<file path="config.mk">
export PLATFORM = sky130hd
export DESIGN_NAME = optboot_seq
export DESIGN_NICKNAME = d
export VERILOG_FILES = /design/src/rtl/optboot_pkg.sv /design/src/rtl/optboot_ctrl.sv /design/src/rtl/optboot_dp.sv /design/src/rtl/optboot_seq.sv
export SDC_FILE = /design/constraint.sdc
export NUM_CORES = 1
export LEC_CHECK = 0
export ABC_CLOCK_PERIOD_IN_PS = 5750
export CAP_MARGIN = 20
export CORE_MARGIN = 2
export CORE_UTILIZATION = 55
export DETAILED_ROUTE_END_ITERATION = 6
export HOLD_SLACK_MARGIN = 0.06
export PLACE_DENSITY = 0.95
export SLEW_MARGIN = 20
export SYNTH_ARGS = -nofsm -noshare
export SYNTH_HDL_FRONTEND = slang
export SYNTH_SLANG_ARGS = --single-unit
export TNS_END_PERCENT = 100
</file>
<file path="constraint.sdc">
create_clock -name clk -period 5.75 [get_ports clk]
set_clock_uncertainty 0.2 [all_clocks]
set_input_delay 0.575 -clock clk [delete_from_list [all_inputs] [get_ports clk]]
set_output_delay 0.575 -clock clk [all_outputs]
set_load 0.02 [all_outputs]
</file>
<file path="src/rtl/optboot_pkg.sv">
package optboot_pkg;

  typedef enum logic [1:0] {
    ST_HOLD = 2'd0,
    ST_LOAD = 2'd1,
    ST_WAIT = 2'd2,
    ST_RUN  = 2'd3
  } boot_state_e;

  localparam int IDX_W = 8;

  localparam logic [1:0] CT_FAST = 2'd0;
  localparam logic [1:0] CT_MID  = 2'd1;
  localparam logic [1:0] CT_SLOW = 2'd2;

  typedef struct packed {
    logic             rdEn;
    logic [IDX_W-1:0] rdIdx;
    logic             capEn;
    logic [IDX_W-1:0] capIdx;
    logic             running;
  } dp_ctl_t;

endpackage

</file>
<file path="src/rtl/optboot_ctrl.sv">
module optboot_ctrl
  import optboot_pkg::*;
#(
  parameter int HOLD_CYCLES  = 18_750_000,
  parameter int SETUP_CYCLES = 250_000,
  parameter int OPT_COUNT    = 20
) (
  input  logic        clk,
  input  logic        powerGood,
  output dp_ctl_t     ctl,
  output boot_state_e curState
);

  localparam int CNT_MAX = (HOLD_CYCLES > SETUP_CYCLES) ? HOLD_CYCLES : SETUP_CYCLES;
  localparam int CNT_W   = $clog2(CNT_MAX + 1);
  localparam int HOLD_LIM  = HOLD_CYCLES - 1;
  localparam int SETUP_LIM = SETUP_CYCLES - 1;

  logic [CNT_W-1:0] cnt;
  logic [IDX_W-1:0] idx;

  always_ff @(posedge clk or negedge powerGood) begin
    if (!powerGood) begin
      curState <= ST_HOLD;
      cnt      <= '0;
      idx      <= '0;
    end else begin
      unique case (curState)
        ST_HOLD: begin
          if (cnt == CNT_W'(HOLD_LIM)) begin
            curState <= ST_LOAD;
            cnt      <= '0;
            idx      <= '0;
          end else begin
            cnt <= cnt + 1'b1;
          end
        end
        ST_LOAD: begin
          if (idx == IDX_W'(OPT_COUNT)) begin
            curState <= ST_WAIT;
            cnt      <= '0;
          end else begin
            idx <= idx + 1'b1;
          end
        end
        ST_WAIT: begin
          if (cnt == CNT_W'(SETUP_LIM)) begin
            curState <= ST_RUN;
          end else begin
            cnt <= cnt + 1'b1;
          end
        end
        ST_RUN: begin
          curState <= ST_RUN;
        end
        default: curState <= ST_HOLD;
      endcase
    end
  end

  always_comb begin
    ctl.rdEn    = (curState == ST_LOAD) && (idx < IDX_W'(OPT_COUNT));
    ctl.rdIdx   = idx;
    ctl.capEn   = (curState == ST_LOAD) && (idx != '0);
    ctl.capIdx  = idx - 1'b1;
    ctl.running = (curState == ST_RUN);
  end

endmodule

</file>
<file path="src/rtl/optboot_dp.sv">
module optboot_dp
  import optboot_pkg::*;
#(
  parameter int ADDR_W    = 16,
  parameter int DATA_W    = 8,
  parameter int OPT_COUNT = 20,
  parameter int OPT_BASE  = 'h2020
) (
  input  logic                        clk,
  input  logic                        powerGood,
  input  dp_ctl_t                     ctl,
  input  logic [DATA_W-1:0]           memData,
  output logic [ADDR_W-1:0]           memAddr,
  output logic                        memRd,
  output logic [OPT_COUNT*DATA_W-1:0] optWords,
  output logic                        optWdtEn,
  output logic                        optPullEn,
  output logic [1:0]                  optCycleSel,
  output logic                        optSegGpo,
  output logic                        pinPullEn,
  output logic                        pinSegGpo,
  output logic                        coreRstN,
  output logic                        setupDone
);

  localparam int WDT_WORD  = 0;
  localparam int PULL_WORD = 1;
  localparam int CYC_WORD  = 2;
  localparam int SEG_WORD  = 3;
  localparam logic [ADDR_W-1:0] BASE_ADDR = ADDR_W'(OPT_BASE);

  logic [DATA_W-1:0] wordQ [OPT_COUNT];
  logic [1:0]        rawCyc;

  for (genvar g = 0; g < OPT_COUNT; g++) begin : gWord
    always_ff @(posedge clk or negedge powerGood) begin
      if (!powerGood) begin
        wordQ[g] <= '0;
      end else if (ctl.capEn && (ctl.capIdx == IDX_W'(g))) begin
        wordQ[g] <= memData;
      end
    end
    assign optWords[g*DATA_W +: DATA_W] = wordQ[g];
  end

  always_comb begin
    memRd   = ctl.rdEn;
    memAddr = ctl.rdEn ? (BASE_ADDR + ADDR_W'(ctl.rdIdx)) : BASE_ADDR;
  end

  always_comb begin
    rawCyc      = wordQ[CYC_WORD][1:0];
    optWdtEn    = wordQ[WDT_WORD][0];
    optPullEn   = wordQ[PULL_WORD][0];
    optSegGpo   = wordQ[SEG_WORD][0];
    unique case (rawCyc)
      CT_MID:  optCycleSel = CT_MID;
      CT_SLOW: optCycleSel = CT_SLOW;
      default: optCycleSel = CT_FAST;
    endcase
  end

  always_comb begin
    coreRstN  = ctl.running;
    setupDone = ctl.running;
    pinPullEn = ctl.running & optPullEn;
    pinSegGpo = ctl.running & optSegGpo;
  end

endmodule

</file>
<file path="src/rtl/optboot_seq.sv">
module optboot_seq
  import optboot_pkg::*;
#(
  parameter int ADDR_W       = 16,
  parameter int DATA_W       = 8,
  parameter int OPT_COUNT    = 20,
  parameter int OPT_BASE     = 'h2020,
  parameter int HOLD_CYCLES  = 18_750_000,
  parameter int SETUP_CYCLES = 250_000
) (
  input  logic                        clk,
  input  logic                        powerGood,
  output logic [ADDR_W-1:0]           memAddr,
  output logic                        memRd,
  input  logic [DATA_W-1:0]           memData,
  output logic [OPT_COUNT*DATA_W-1:0] optWords,
  output logic                        optWdtEn,
  output logic                        optPullEn,
  output logic [1:0]                  optCycleSel,
  output logic                        optSegGpo,
  output logic                        pinPullEn,
  output logic                        pinSegGpo,
  output logic                        coreRstN,
  output logic                        setupDone
);

  dp_ctl_t     ctl;
  boot_state_e curState;

  optboot_ctrl #(
    .HOLD_CYCLES (HOLD_CYCLES),
    .SETUP_CYCLES(SETUP_CYCLES),
    .OPT_COUNT   (OPT_COUNT)
  ) ctrlI (
    .clk      (clk),
    .powerGood(powerGood),
    .ctl      (ctl),
    .curState (curState)
  );

  optboot_dp #(
    .ADDR_W   (ADDR_W),
    .DATA_W   (DATA_W),
    .OPT_COUNT(OPT_COUNT),
    .OPT_BASE (OPT_BASE)
  ) dpI (
    .clk        (clk),
    .powerGood  (powerGood),
    .ctl        (ctl),
    .memData    (memData),
    .memAddr    (memAddr),
    .memRd      (memRd),
    .optWords   (optWords),
    .optWdtEn   (optWdtEn),
    .optPullEn  (optPullEn),
    .optCycleSel(optCycleSel),
    .optSegGpo  (optSegGpo),
    .pinPullEn  (pinPullEn),
    .pinSegGpo  (pinSegGpo),
    .coreRstN   (coreRstN),
    .setupDone  (setupDone)
  );

endmodule

</file>
# Word level (Yosys, flattened, before mapping)
# Cells that the tools add are included.
[totals] register_bits=195 word_cells=105
[classes] n_addsub=4 n_lt_le_gt_ge=1 eq_ne=32 n_mux=13 bitwise_logic=2 reduce_logical=30
[ops] operator="$mux 25" count=3
[ops] operator="$pmux 25 s3" count=1
[ops] operator="$eq 8x4->1 const B" count=8
[ops] operator="$eq 8x5->1 const B" count=5
[ops] operator="$eq 8x3->1 const B" count=4
[ops] operator="$add 25x1->25 const B" count=1
[ops] operator="$eq 25x18->1 const B" count=1
[ops] operator="$eq 25x25->1 const B" count=1
[ops] operator="$logic_and 1x1->1" count=22
[ops] operator="$eq 8x2->1 const B" count=2
[ops] operator="$mux 16" count=1
[ops] operator="$mux 8" count=2
[ops] operator="$pmux 8 s2" count=1
[ops] operator="$add 14x8->15 const A" count=1
[ops] operator="$reduce_and 3->1" count=3
[ops] operator="$add 8x1->8 const B" count=1
[ops] operator="$eq 8x1->1 const B" count=1
[ops] operator="$logic_not 8->1" count=1
[ops] operator="$lt 8x5->1 const B" count=1
[ops] operator="$pmux 2 s4" count=1
[ops] operator="$reduce_bool 8->1" count=1
[ops] operator="$sub 8x1->8 const B" count=1
[ops] operator="$eq 2x2->1 const B" count=3
[ops] operator="$mux 2" count=3
[ops] operator="other kinds (8)" count=13

# Logic depth before layout (Yosys ltp)
# Gate-level depths: netlist (run 1).
[logic_depth] ltp_word=3 mapped_depth=10 mapped_depth_nobuf=7

# Hierarchy
# Synthesis (run 1) repeated with hierarchy kept, for this count alone.
[unflattened] cells_unflattened=658 hier_area_um2=8841.0
[by_module_without_submodules] mod="optboot_dp" instances=1 cells_each=406 area_each_um2=6523.8 seq_area_each_um2=4003.8
[by_module_without_submodules] mod="optboot_ctrl" instances=1 cells_each=252 area_each_um2=2317.2 seq_area_each_um2=875.8

# Worst setup path before layout (run 1)
# Ideal clock, no wire load.
[synth_timing] path_kind="register to register" from="register ctrlI.idx[0]" to="register ctrlI.cnt[15]" arrival_ps=2838 setup_slack_ps=2634 path_stages_with_launch=9 path_buffers=1 cell_sequence="dfrtp_1 -> clkbuf_1 -> inv_1 -> ha_1 -> or4b_4 -> o31a_1 -> or4b_4 -> or4_1 -> a21oi_1"
[synth_via] elab_chain_len=3
[synth_lines] item="start: declaration" line_no="optboot_ctrl.sv:20" rtl="logic [IDX_W-1:0] idx;"
[synth_lines] item="start signal: assignment" line_no="optboot_ctrl.sv:43" rtl="idx <= idx + 1'b1;"
[synth_lines] item="$eq 8x5->1" line_no="optboot_ctrl.sv:39" rtl="if (idx == IDX_W'(OPT_COUNT)) begin"
[synth_lines] item="$ne 2x1->1 (no line)"
[synth_lines] item="$reduce_and 3->1 (no line)"
[synth_lines] item="end signal: assignment" line_no="optboot_ctrl.sv:35" rtl="cnt <= cnt + 1'b1;"
[synth_lines] item="end signal: assignment" line_no="optboot_ctrl.sv:50" rtl="cnt <= cnt + 1'b1;"
[synth_lines] item="end: declaration" line_no="optboot_ctrl.sv:19" rtl="logic [CNT_W-1:0] cnt;"
# No other way between the ends.
# A chain may end at the register's enable or synchronous reset.

# Worst setup path in the final report (run 1)
[layout_timing] from="register ctrlI.idx[5]" to="register dpI.wordQ (netlist bit dpI.optWords[38])"
[layout_via] elab_chain_len=3 elab_cells_between_ends=5 cone_classes="add/sub: 1; eq/ne: 1; reduce/logical: 3"
[layout_lines] item="$sub 8x1->8 / $reduce_bool 8->1 (equally long branches)" line_no="optboot_ctrl.sv:65, optboot_ctrl.sv:64"
[layout_lines] item="$eq 8x3->1 / $logic_and 1x1->1 (equally long branches)" line_no="optboot_dp.sv:39, optboot_ctrl.sv:64"
[layout_lines] item="$logic_and 1x1->1 (*)" line_no="optboot_dp.sv:39" rtl="end else if (ctl.capEn && (ctl.capIdx == IDX_W'(g))) begin"
[layout_lines] item="end signal: indexed assignment" line_no="optboot_dp.sv:40" rtl="wordQ[g] <= memData;"
[layout_lines] item="end: declaration" line_no="optboot_dp.sv:32" rtl="logic [DATA_W-1:0] wordQ [OPT_COUNT];"
# Every way passes the cells marked *; elsewhere a longest branch is shown, timed or not.

==> impl_metrics.env, run 1 <==
export IMPL_fillerInstances=1047
export IMPL_synth_seq_cells=195
export IMPL_irDropWorstVdd_uv=196.8
export IMPL_rr_startpoint="ctrlI.idx[5]"
export IMPL_multi_input_area_sq_um=3611
export IMPL_cts_tree="built"
export IMPL_drt_pre_antenna_iters=5
export IMPL_max_slew_worst_pin_slew_ps=1099
export IMPL_post_dp_hpwl_um=15370
export IMPL_rows=46
export IMPL_finalNetCount=869
export IMPL_antenna_found_initial=0
export IMPL_final_core_util=0.7205
export IMPL_top_level_ports=196
export IMPL_r2r_end="dpI.optWords[38]"
export IMPL_r2r_slack_ps=2200
export IMPL_critical_path_class="reg -> reg"
export IMPL_seqCellArea_sq_um=4880
export IMPL_area_growth_pct=29.39
export IMPL_crit_path_end_kind="register"
export IMPL_critPathLaunchType="register"
export IMPL_worst_path_max_delay_cell="nor4_2"
export IMPL_max_stage_delay_ps=1060
export IMPL_route_detailed_drc=0
export IMPL_crit_fanout=12
export IMPL_final_area_sq_um=11320
export IMPL_clock_path_buffers=2
export IMPL_antenna_left=0
export IMPL_fp_dieH_um=130.1
export IMPL_slew_headroom=0.2610
export IMPL_tns_ps=0
export IMPL_synth_cell_types=51
export IMPL_grt_pass1_vias=6093
export IMPL_grtUsageTotal=0.2659
export IMPL_grt_max_degree=112
export IMPL_worst_ep_arrival_time_ps=3660
export IMPL_syn_cell_area_sq_um=8750
export IMPL_fmax_mhz=282.1
export IMPL_clock_latency_ps=430
export IMPL_h_tree_depth=4
export IMPL_crit_path_cell_trace="inv_1 -> ha_1 -> nor3b_1 -> a41oi_1 -> nand2_1 -> nor4_2 -> mux2_2"
export IMPL_setup_violations_final=0
export IMPL_cts_buffers=17
export IMPL_cts_setup_buffers=0
export IMPL_ff2ff_path_depth=7
export IMPL_start_util=0.5569
export IMPL_num_vias=6186
export IMPL_antenna_cells=0
export IMPL_status="finished, final reports clean"
export IMPL_yosysSeqAreaShare=0.5577
export IMPL_period_share=0.6166
export IMPL_worst_hold_slack_ps=46.85
export IMPL_finalHoldViolCount=0
export IMPL_maxCapViolations=0
export IMPL_synth_edf_count=0
export IMPL_hp_class="in -> async"
export IMPL_cts_sinks=195
export IMPL_path_clk_slew_ps=70
export IMPL_cts_root_buffer="clkbuf_16"
export IMPL_synthArstFlopShare=1.000
export IMPL_viasPerCell=5.771
export IMPL_grt_pass1_wl_um=34310
export IMPL_grt_setup_unrepaired="false"
export IMPL_hold_buffers=0
export IMPL_power_leakage_nw=5.095
export IMPL_syn_area_per_cell_sq_um=12.96
export IMPL_powerDensity_nw_per_um2=239.6
export IMPL_routed_wl_um=22400
export IMPL_die_area_sq_um=16930
export IMPL_place_gp_congestion=0.9151
export IMPL_portBuffers=186
export IMPL_yosys_most_used_dff="dfrtp_1"
export IMPL_drive_gt1_frac=0.2593
export IMPL_first_iter_violations=470
export IMPL_place_area_sq_um=10700
export IMPL_period_needed_ps=3545
export IMPL_ys_warn_count=0
export IMPL_wl_per_cell_um=20.89
export IMPL_core_sq_um=15710
export IMPL_maxSlewViolCount=0
export IMPL_fin_cells=1072
export IMPL_synth_cells=675
export IMPL_post_cts_resized=0
export IMPL_fp_dieW_um=130.1
export IMPL_overflow=0
export IMPL_required_ps=5870
export IMPL_dp_cells=1040
[Yosys cell counts (all sizes together), types with 12 or more instances]
library cell  count  area [sq um]
nor4             13         118.9
o21ai            14         70.07
nor2             26         97.59
clkbuf           27         101.4
ha               16         200.2
a21oi            12         60.06
nor3             23         175.2
nand2            24         90.09
dfrtp           195          4880
buf              21         143.9
mux2            160          1802
inv              12         45.04
[cells by family (layout without fill, tap and decap cells)]
kind of cell,count (synthesis),count (layout),share of synthesized area
flops,195,195,0.5577
mux,168,168,0.2151
simple gates,168,168,0.1185
buf+inv,60,234,0.03318
compound gates,50,50,0.03575
fa+ha+maj,16,16,0.02288
xor+xnor,16,16,0.01602
other cells,2,9,0.0008583
[where the power goes]
| part | leakage [nW] | internal (mW) | switching (mW) |
|---|---|---|---|
| Sequential | 2.67 | 1.38 | 0.00332 |
| Combinational | 2.12 | 0.0219 | 0.0655 |
| Clock | 0.297 | 0.697 | 0.548 |
| Total | 5.09 | 2.10 | 0.617 |
[cell type report]
| type | count | share of cell area |
|---|---|---|
| clock inverters | 15 | 0.01735 |
| clock buffers | 17 | 0.03758 |
| well taps | 216 | 0.02387 |
| flip-flops and latches | 195 | 0.4310 |
| inverters | 12 | 0.003979 |
| repair buffers | 190 | 0.1672 |
| multi-input cells | 427 | 0.3190 |
[how the worst max path moves through the flow]
stage	startpoint	end	slack, ps	cells past startpoint
6_report	ctrlI.idx[5]	dpI.optWords[38]	2200	7
4_1_cts	ctrlI.idx[2]	dpI.optWords[38]	2220	5
3_5_place_dp	ctrlI.idx[5]	dpI.optWords[38]	2240	7
3_3_place_gp	ctrlI.idx[5]	dpI.optWords[32]	2310	7
5_1_grt	ctrlI.idx[5]	dpI.optWords[38]	1950	7
2_1_floorplan	ctrlI.idx[0]	ctrlI.cnt[15]	2630	8
[critical path, delay by kind of cell (launching register included)]
family / cells / cell delay, ps
AO/OA/AOI/OAI: 1 / 230
AND/OR/NAND/NOR: 3 / 1610
flip-flops: 1 / 520
buffers and inverters: 1 / 170
multiplexers: 1 / 430
adder cells (fa/ha/maj): 1 / 270
[routing by layer]
metal | share of wire | GRT usage
met1 | 0.40 | 0.3306
met2 | 0.50 | 0.4496
met3 | 0.068 | 0.07380
met4 | 0.028 | 0.09171
met5 | 0 | 0
[flip-flops by register name, summed over array words and instances (netlist names)]
| signal | count |
|---|---|
| ctrlI.cnt | 25 |
| ctrlI.curState | 2 |
| ctrlI.idx | 8 |
| dpI.optPullEn | 1 |
| dpI.optSegGpo | 1 |
| dpI.optWdtEn | 1 |
| dpI.optWords | 157 |
[through the flow]
| stage | worst slack (ps) | power (mW) |
|---|---|---|
| after floorplan | 2634 | 1.441 |
| after global placement | 2307 | 1.493 |
| after detailed placement | 2243 | 1.495 |
| after CTS | 2217 | 2.727 |
| after global routing | 1951 | 2.794 |
| final | 2205 | 2.712 |
[cells in the final DEF (no fill, tap or decap), drive strengths merged, types with 5 or more instances in the layout]
cell,count
nor2,26
and2,9
nor3,23
nor4,13
nand4,10
mux2i,8
ha,16
o21ai,14
clkbuf,17
buf,5
inv,17
nand3,11
o31ai,8
xnor2,6
xor2,10
or4,6
dfrtp,195
nand2,24
or3,11
nand2b,7
a21oi,12
mux2,160
clkdlybuf4s50,185
and3,6
conb,9
No activity file was read; power rests on OpenSTA's default activity.
==> run 2: changes to the inputs <==
Settings changed: ABC_CLOCK_PERIOD_IN_PS 5750 to 3500, CORE_UTILIZATION 55 to 51, PLACE_DENSITY 0.95 to 0.93.
Clock period 5.75 ns to 3.5 ns, I/O delays scaled along.
==> run 2 against run 1 <==
Wire length up 0.15%. Die area rose by 7.6%. Sequential power up 64%. Design area up 2.0%. Clock power rose by 61%. Non-clock buffer count increased by 27. Sequential share of layout area is 0.84 points lower. Largest power group unchanged. Highest routed layer unchanged.
==> impl_metrics.env, run 2 (synthesis results as in run 1) <==
export IMPL_cts_root_buffer="clkbuf_16"
export IMPL_slew_headroom=0.2738
export IMPL_cts_tree="built"
export IMPL_sw_frac_of_total=0.2413
export IMPL_start_util=0.5239
export IMPL_viasPerCell=5.684
export IMPL_crit_path_cell_trace="nor3_1 -> mux2i_1 -> a32oi_1 -> or4_1 -> mux2_2"
export IMPL_routed_wl_um=22430
export IMPL_antenna_cells=0
export IMPL_overflow=0
export IMPL_place_gp_congestion=0.9237
export IMPL_fmax_mhz=310.2
export IMPL_period_needed_ps=3223
export IMPL_max_slew_worst_pin_slew_ps=1086
export IMPL_top_level_ports=196
export IMPL_post_dp_hpwl_um=15550
export IMPL_fp_dieH_um=135.0
export IMPL_maxSlewViolCount=0
export IMPL_irDropWorstVdd_uv=371.0
export IMPL_crit_fanout=13
export IMPL_finalNetCount=896
export IMPL_status="finished, final reports clean"
export IMPL_finalHoldViolCount=0
export IMPL_largest_reg_flops=157
export IMPL_intPower_mw=3.354
export IMPL_drive_gt1_frac=0.2809
export IMPL_post_cts_resized=0
export IMPL_portBuffers=186
export IMPL_first_iter_violations=454
export IMPL_period_share=0.9210
export IMPL_layout_commonest_cell="dfrtp_1"
export IMPL_required_ps=3620
export IMPL_cts_buffers=17
export IMPL_core_sq_um=16700
export IMPL_grt_pass1_vias=6224
export IMPL_wl_per_cell_um=20.33
export IMPL_worst_ep_arrival_time_ps=3340
export IMPL_powerDensity_nw_per_um2=382.9
export IMPL_crit_path_end_kind="register"
export IMPL_clock_latency_ps=440
export IMPL_setup_violations_final=0
export IMPL_critPathLaunchType="register"
export IMPL_critical_path_class="reg -> reg"
export IMPL_power_leakage_nw=5.248
export IMPL_drt_pre_antenna_iters=5
export IMPL_num_vias=6270
export IMPL_cts_sinks=195
export IMPL_path_clk_slew_ps=80
export IMPL_fillerInstances=1177
export IMPL_pwr_share_seq=0.513
export IMPL_area_growth_pct=31.95
export IMPL_p_switching_mw=1.067
export IMPL_antenna_found_initial=0
export IMPL_fp_dieW_um=135.0
export IMPL_pwr_share_comb=0.034
export IMPL_worst_path_max_delay_cell="or4_1"
export IMPL_fin_ws_ps=276.6
export IMPL_grt_pass1_wl_um=35000
export IMPL_hp_class="in -> async"
export IMPL_maxCapViolations=0
export IMPL_tns_ps=0
export IMPL_max_stage_delay_ps=790
export IMPL_rows=47
export IMPL_antenna_left=0
export IMPL_final_cell_mix="dfrtp_1 (195), clkdlybuf4s50_1 (185), mux2_2 (160)"
export IMPL_place_ws_ps=382.9
export IMPL_p_clk_frac=0.454
export IMPL_grt_setup_unrepaired="false"
export IMPL_die_area_sq_um=18220
export IMPL_clock_path_buffers=2
export IMPL_route_detailed_drc=0
export IMPL_grtUsageTotal=0.2511
export IMPL_grt_max_degree=76
export IMPL_h_tree_depth=4
[run 2: changes by cell type in the layout (fill, tap and decap cells not counted), sizes merged]
cell	change
clkbuf	+1
buf	+26
inv	+3
clkinv	+1
bufinv	-2
clkinvlp	-3
dlygate4sd3	+1
[run 2: power by group through the flow]
stage,Sequential [mW],Combinational (mW),Clock (mW)
after floorplan,2.32,0.0459,0
after global placement,2.31,0.147,0
after detailed placement,2.31,0.150,0
after CTS,2.27,0.151,2.04
after global routing,2.27,0.163,2.14
final,2.27,0.149,2.00
[run 2: layer usage]
layer  vias up  part of all wire  GRT usage
li1       2789                 -          -
met1      3198              0.41     0.3216
met2       245              0.52     0.4281
met3        38             0.055    0.05105
met4         0             0.023    0.08623
met5         -                 0          0
[run 2: timing repair]
action | in CTS | in global routing
hold buffers | 1 | 0
hold endpoints to repair | 47 | 0
setup buffers | 0 | 0
[run 2: worst paths after layout]
| path | from | to | slack [ps] | depth (start not counted) |
|---|---|---|---|---|
| worst max-delay path | ctrlI.idx[4] | dpI.optWords[5] | 280 | 5 |
| worst min-delay path | powerGood | dpI.optWords[52] | 210 | 2 |
| worst max register to register | ctrlI.idx[4] | dpI.optWords[5] | 280 | 5 |
| worst min register to register | dpI.optWords[42] | dpI.optWords[42] | 310 | 1 |
| max in group asynchronous | powerGood | ctrlI.idx[5] | 2020 | 3 |
| min in group clk | dpI.optWords[42] | dpI.optWords[42] | 310 | 1 |
[run 2: critical path, delay by kind of cell (launching register included)]
family	cells	cell delay, ps
muxes	2	660
and+or+nand+nor	2	1400
DFF	1	500
AOI/OAI and AO/OA	1	330
[run 2: through the flow]
stage / total power, mW / hold WS, ps / utilization / instances / area [sq um]
after floorplan: 2.368 / -145.6 / - / 682 / 8776
after global placement: 2.458 / 113.8 / 0.6534 / 1070 / 10910
after detailed placement: 2.461 / 116.5 / 0.6534 / 1070 / 10910
after CTS: 4.455 / 211.0 / 0.6913 / 1103 / 11540
after global routing: 4.575 / 260.2 / 0.6913 / 1103 / 11540
final: 4.420 / 205.3 / 0.6913 / 1103 / 11540
[run 2: final cells by class]
class                           instances  area [sq um]  share of cell area
Sequential cell                       195          4880              0.4227
Multi-Input combinational cell        427          3611              0.3128
Timing Repair Buffer                  217          2111              0.1828
Clock buffer                           18         439.2             0.03804
Tap cell                              220         275.3             0.02384
Clock inverter                         14         183.9             0.01593
Inverter                               12         45.04            0.003902
